[src/rtl/mulsub_pkg.sv]
package mulsub_pkg;
  typedef struct packed {
    logic loadInit;
    logic loadNext;
  } loopStrobes_t;
endpackage

[src/rtl/mulsub_ctrl.sv]
module mulsub_ctrl
  import mulsub_pkg::*;
(
  input  logic         clk,
  input  logic         rst,
  input  logic         updateEn,
  output loopStrobes_t strobes,
  output logic         validOut
);
  always_comb begin
    strobes.loadInit = rst;
    strobes.loadNext = !rst && updateEn;
  end

  always_ff @(posedge clk) begin
    if (rst) validOut <= 1'b0;
    else     validOut <= updateEn;
  end
endmodule

[src/rtl/mulsub_dp.sv]
module mulsub_dp
  import mulsub_pkg::*;
#(
  parameter int W = 8
) (
  input  logic         clk,
  input  loopStrobes_t strobes,
  input  logic [W-1:0] opA,
  input  logic [W-1:0] opB,
  input  logic [W-1:0] opD,
  input  logic [W-1:0] initVal,
  output logic [W-1:0] cOut
);
  logic [W-1:0] cReg;
  logic [W:0]   sumAB;
  logic [W-1:0] mcand;
  logic [W-1:0] pp [W];
  logic [W-1:0] negD;
  logic [W-1:0] nextVal;

  // Full-width sum; only the low W bits reach a W-bit truncated product.
  assign sumAB = {1'b0, opA} + {1'b0, opB};
  assign mcand = sumAB[W-1:0];

  // Stage n adds mcand<<n; only bits W-1..n can change, so adder is W-n wide.
  for (genvar n = 0; n < W; n++) begin : gStage
    if (n == 0) begin : gFirst
      assign pp[0] = cReg[0] ? mcand : '0;
    end else begin : gNext
      logic [W-1-n:0] upper;
      assign upper = pp[n-1][W-1:n] + (cReg[n] ? mcand[W-1-n:0] : '0);
      assign pp[n] = {upper, pp[n-1][n-1:0]};
    end
  end

  assign negD    = ~opD + W'(1);
  assign nextVal = pp[W-1] + negD;

  always_ff @(posedge clk) begin
    if (strobes.loadInit)      cReg <= initVal;
    else if (strobes.loadNext) cReg <= nextVal;
  end

  assign cOut = cReg;
endmodule

[src/rtl/mulsub_loop.sv]
module mulsub_loop
  import mulsub_pkg::*;
#(
  parameter int W = 8
) (
  input  logic         clk,
  input  logic         rst,
  input  logic         updateEn,
  input  logic [W-1:0] opA,
  input  logic [W-1:0] opB,
  input  logic [W-1:0] opD,
  input  logic [W-1:0] initVal,
  output logic [W-1:0] cOut,
  output logic         validOut
);
  loopStrobes_t strobes;

  mulsub_ctrl uCtrl (
    .clk(clk), .rst(rst), .updateEn(updateEn),
    .strobes(strobes), .validOut(validOut)
  );

  mulsub_dp #(.W(W)) uDp (
    .clk(clk), .strobes(strobes), .opA(opA), .opB(opB), .opD(opD),
    .initVal(initVal), .cOut(cOut)
  );
endmodule

[config.mk]
export PLATFORM = sky130hd
export DESIGN_NAME = mulsub_loop
export DESIGN_NICKNAME = d
export VERILOG_FILES = /design/src/rtl/mulsub_pkg.sv /design/src/rtl/mulsub_ctrl.sv /design/src/rtl/mulsub_dp.sv /design/src/rtl/mulsub_loop.sv
export SDC_FILE = /design/constraint.sdc
export NUM_CORES = 1
export LEC_CHECK = 0
export BUFFER_PORTS_ARGS = -buffer_cell sky130_fd_sc_hd__buf_2
export CORE_MARGIN = 2
export CORE_UTILIZATION = 31
export CTS_CLUSTER_DIAMETER = 120
export DETAILED_ROUTE_END_ITERATION = 16
export SYNTH_ARGS = -nofsm -noshare
export SYNTH_HDL_FRONTEND = slang
export SYNTH_SLANG_ARGS = --single-unit
[constraint.sdc]
create_clock -name clk -period 7.5 [get_ports clk]
set_input_delay 1.5 -clock clk [delete_from_list [all_inputs] [get_ports clk]]
set_output_delay 1.5 -clock clk [all_outputs]
set_load 0.1 [all_outputs]
==> results.json, run 1 <==
{
  "run_status": "complete, but fails checks",
  "violations": "negative setup slack",
  "clkLatencyLatePin_ns": 0.23,
  "synth.avg_cell_area_um2": 8.51,
  "end_kind": "flip-flop",
  "cap_violations": 0,
  "clk_transition_reported_paths_ns": 0.04,
  "area_delta_synth_final_pct": 33.8,
  "wirelength_um": 4410,
  "rr_startpoint": "uDp.cOut[0]",
  "hold_start": "uDp.cOut[0]",
  "clock-sinks": 9,
  "h-tree-depth": 1,
  "numPortBuffers": 43,
  "yosysMostFrequentCell": "inv_1",
  "grt_usage_pct": 12.5,
  "dieHeight_um": 84.0,
  "antenna_found_initial": 0,
  "ys_dominant_reg_cell": "edfxtp_1",
  "cp-start-kind": "input pin",
  "start_util_pct": 31.6,
  "viasPerCell": 4.58,
  "rsz0062_at_grt": "true",
  "max_slew.worst_pin.slew_ns": 0.496,
  "ys_ff_latch": 9,
  "yosysWarnings": 0,
  "finalSetupTns_ns": -0.0836,
  "firstDrtPassIters": 4,
  "num_rows": 29,
  "arrival_ns": 7.56,
  "io_pins": 44,
  "ys_seq_area_share_pct": 13.1,
  "final_hold_viol_count": 0,
  "wl_per_cell_um": 11.8,
  "grt_pass1_vias": 1705,
  "timing.critical_path.mode_cell": "inv_2",
  "ys_types": 35,
  "grt_pass1_wl_um": 7400,
  "worst-setup-path-type": "in2reg",
  "finClkSkew_ns": 0.00502,
  "critPathSlowestCell": "fa_2",
  "drtIter0Drc": 46,
  "grt_overflow": 0,
  "hpwl_um": 3790,
  "synthCells": 233,
  "holdWs_ns": 0.971,
  "cp.required_ns": 7.47,
  "mappedNetlistNets": 309,
  "drive_gt1_share_pct": 37.6,
  "netlist_area_um2": 1980,
  "cts.path.max_buffers": 2,
  "ant_nets": 0,
  "fmax_mhz": 132,
  "cpPeakStageDelay_ns": 0.55,
  "startpoint": "opA[0]",
  "nets": 375,
  "dieWidth_um": 84.0,
  "slew_headroom_pct": 67.1,
  "vias": 1716,
  "place_congestion": 0.756,
  "synth-edff-count": 8,
  "synth_common_cells": "inv_1, ha_1, xnor2_1, a21oi_1, nand2_1",
  "fp.coreArea_um2": 6280,
  "die_area_um2": 7050,
  "drc_errors": 0,
  "antenna-diode-count": 0,
  "cts_buffers": 3,
  "grt_start_max_net_pins": 15,
  "synthTopCellsByArea": "ha_1, edfxtp_1, xnor2_1",
  "async_flop_share_pct": 0,
  "yosys.area.top_type_share_pct": 21.5,
  "cts_tree": "yes",
  "critPathMaxFanout": 3,
  "setup_ws_ns": -0.0836,
  "finalSetupViolCount": 1,
  "slew_viol_final": 0,
  "ctsHoldBuffers": 0,
  "yosys.area.top_type": "ha_1",
  "finalCritPeriodShare_pct": 101,
  "cts_root_buf": "clkbuf_8",
  "fin_crit_ns": 7.58,
  "hold_class": "reg2reg"
}
[final timing paths]
check	cells after the start	to	slack, ns
setup / recovery	31	uDp.cOut[7]	-0.08
hold / removal	3	uDp.cOut[0]	0.97
setup reg to reg	28	uDp.cOut[7]	1.31
hold reg to reg	3	uDp.cOut[0]	0.97
[cells by family (layout without fill, tap and decap cells)]
kind of cell / count (synthesis) / count (layout) / synth area share, %
AO/OA/AOI/OAI: 43 / 43 / 13.1
flip-flops: 9 / 9 / 13.1
AND/OR/NAND/NOR: 66 / 66 / 18.1
adder cells (fa/ha/maj): 41 / 41 / 28.5
buffers and inverters: 38 / 103 / 7.20
XOR/XNOR: 31 / 31 / 17.2
multiplexers: 5 / 5 / 2.78
[per-stage QoR]
| step | std cells | util (%) | instance area [um2] | worst slack, ns |
|---|---|---|---|---|
| 2_1_floorplan | 233 | - | 1990 | -0.0841 |
| 3_3_place_gp | 369 | 38.7 | 2430 | -0.452 |
| 3_5_place_dp | 369 | 38.7 | 2430 | -0.555 |
| 4_1_cts | 373 | 40.4 | 2540 | -0.252 |
| 5_1_grt | 375 | 42.3 | 2650 | -0.329 |
| 6_report | 375 | 42.3 | 2650 | -0.0836 |
[flip-flops by register name, indices dropped and copies added (netlist names)]
register and flops:
uCtrl.validOut 1, uDp.cOut 8
[cell type report]
type | instances | area, um2
Clock buffer | 4 | 45.0
Sequential cell | 9 | 260
Inverter | 36 | 135
Multi-Input combinational cell | 186 | 1750
Fill cell | 635 | 3620
Timing Repair Buffer | 63 | 365
Tap cell | 77 | 96.3
[routing by layer]
metal / track usage [%] / up-vias / wire, um
li1: - / 903 / -
met2: 22.0 / 20 / 2260
met1: 16.8 / 789 / 2060
met4: 2.49 / 0 / 23
met3: 0.890 / 4 / 74
met5: 0 / - / 0
[critical path, delay by kind of cell]
kind	cells	cell delay, ns
buffers and inverters	10	0.56
multiplexers	1	0.25
adder cells (fa/ha/maj)	12	3.70
XOR/XNOR	7	1.51
AND/OR/NAND/NOR	1	0.04
[cell usage in the layout (no fill, tap or decap), drive strengths merged, types with 2 or more instances in the layout]
cell type,Yosys,final
nor2b,7,7
a21oi,16,16
o21ai,11,11
buf,0,63
and2,19,19
clkbuf,2,4
xnor2,21,21
o21a,2,2
xor2,6,6
inv,36,36
mux2,4,4
nor2,7,7
edfxtp,8,8
or2,2,2
xnor3,4,4
fa,7,7
nor3,2,2
a21o,8,8
nand2b,6,6
o21bai,2,2
nand3,2,2
ha,34,34
nand2,17,17
[what timing repair did]
item | CTS | global route
cloned | 0 | 0
pin swaps | 12 | 16
setup endpoints to repair | 1 | 1
buffers inserted | 0 | 2
gates resized for setup | 19 | 16
Power of run 1 is not shown: default switching activity piles up to over one toggle a cycle in this logic, so the estimate is an artifact.
==> inputs of run 2 (changes only) <==
Settings changed: MAX_ROUTING_LAYER set to met4.
==> run 2 against run 1 <==
The run still ends with negative setup slack left. Fmax did not move. Critical path depth did not move. Die area did not move. Global-route usage rose by 0.33 points. Final area did not move. Clock skew barely moved. Sequential share of layout area did not move. Non-clock buffer count did not move. Largest cell class unchanged.
==> results.json, run 2 (synthesis results as in run 1) <==
{
  "cts_buffers": 3,
  "clock-sinks": 9,
  "worst-path-buf-inv": 10,
  "hold_class": "reg2reg",
  "dieWidth_um": 84.0,
  "ff2ff_path_depth": 28,
  "firstDrtPassIters": 4,
  "max_slew.worst_pin.slew_ns": 0.496,
  "finClkSkew_ns": 0.00502,
  "mostFrequentLayoutCells": "buf_2, inv_1, ha_1",
  "slew_headroom_pct": 67.1,
  "post-route-util_pct": 42.3,
  "ant_nets": 0,
  "run_status": "complete, but fails checks",
  "grt_pass1_wl_um": 7390,
  "hold_start": "uDp.cOut[0]",
  "critPathMaxFanout": 3,
  "cp-start-kind": "input pin",
  "cp.required_ns": 7.47,
  "start_util_pct": 31.6,
  "dieHeight_um": 84.0,
  "final_hold_viol_count": 0,
  "clk_transition_reported_paths_ns": 0.04,
  "drtIter0Drc": 44,
  "die_area_um2": 7050,
  "instances_no_fill": 375,
  "hpwl_um": 3790,
  "grt_pass1_vias": 1705,
  "wl_per_cell_um": 11.8,
  "area_delta_synth_final_pct": 33.8,
  "wirelength_um": 4420,
  "antenna-diode-count": 0,
  "fillers": 635,
  "cap_violations": 0,
  "fin_crit_ns": 7.58,
  "grt_usage_pct": 12.8,
  "rsz0062_at_grt": "true",
  "drc_errors": 0,
  "worst-setup-path-type": "in2reg",
  "met2_length_um": 2260,
  "place_congestion": 0.766,
  "io_pins": 44,
  "clkLatencyLatePin_ns": 0.23,
  "ctsHoldBuffers": 0,
  "r2r_slack_ns": 1.31,
  "viasPerCell": 4.57,
  "final_cell_area_um2": 2650,
  "finalCritPeriodShare_pct": 101,
  "cts_root_buf": "clkbuf_8",
  "slew_viol_final": 0,
  "vias": 1715,
  "hold_depth": 3,
  "area.sequential_um2": 260,
  "end_kind": "flip-flop",
  "h-tree-depth": 1,
  "critPathSlowestCell": "fa_2",
  "nets": 375,
  "dp_cells": 369,
  "wl_met3_um": 69,
  "cts_tree": "yes",
  "grt_start_max_net_pins": 15,
  "grt_overflow": 0,
  "multi_input_area_um2": 1750,
  "timing.critical_path.mode_cell": "inv_2",
  "numPortBuffers": 43,
  "crit_cells": 31,
  "min_to": "uDp.cOut[0]",
  "fp.coreArea_um2": 6280,
  "largest_reg_flops": 8,
  "finalSetupViolCount": 1,
  "num_rows": 29,
  "drt-met1-wl_um": 2060,
  "drive_gt1_share_pct": 37.6,
  "final_common_cell": "buf_2",
  "antenna_found_initial": 0,
  "violations": "negative setup slack",
  "setup_ws_ns": -0.0836,
  "cpPeakStageDelay_ns": 0.55,
  "rr_startpoint": "uDp.cOut[0]",
  "fmax_mhz": 132,
  "rr_endpoint": "uDp.cOut[7]",
  "highest_layer": "met4",
  "path_delay_family": "adder cells",
  "arrival_ns": 7.56,
  "dpl-instance-area_um2": 2430,
  "cts.path.max_buffers": 2,
  "finalSetupTns_ns": -0.0836
}
[run 2: cell counts in the layout (fill, tap and decap cells not counted)]
Identical to the previous run, type by type.
[run 2: worst max path at each step]
| stage | start | to |
|---|---|---|
| after detailed placement | opA[0] | uDp.cOut[7] |
| after CTS | opA[0] | uDp.cOut[7] |
| after global routing | opA[0] | uDp.cOut[7] |
| final | opA[0] | uDp.cOut[7] |
| after floorplan | opA[0] | uDp.cOut[7] |
| after global placement | opA[0] | uDp.cOut[7] |
[run 2: area by class of cell]
type                       instances  share of cell area, %
sequential                         9                   9.81
timing repair buffer              63                   13.8
tap                               77                   3.63
inverter                          36                   5.09
clock buffer                       4                   1.70
multi-input combinational        186                   66.0
[run 2: worst register-to-register path, delay by kind of cell (launching register included)]
kind	cells	cell delay, ns
buf+inv	9	0.55
simple gates	1	0.13
xor+xnor	7	1.52
flops	1	0.49
mux	1	0.25
fa+ha+maj	10	3.01
[run 2: metal layers]
metal  vias to the layer above  global-route usage, %
li1                        903                      -
met1                       788                   16.8
met2                        20                   22.0
met3                         4                  0.791
met4                         0                   2.49
met5                         -                      -
[run 2: through the flow]
step,hold slack [ns],setup slack (ns)
4_1_cts,0.988,-0.252
3_5_place_dp,0.988,-0.555
3_3_place_gp,0.949,-0.452
6_report,0.971,-0.0836
5_1_grt,1.05,-0.329
2_1_floorplan,1.30,-0.0841
[run 2: timing repair]
| item | 4_1_cts | 5_1_grt |
|---|---|---|
| setup endpoints to repair | 1 | 1 |
| pin swaps | 12 | 16 |
| setup buffers | 0 | 2 |
| resized for setup | 19 | 16 |
| hold endpoints to repair | 0 | 0 |
Power of run 2 is left out for the same reason.
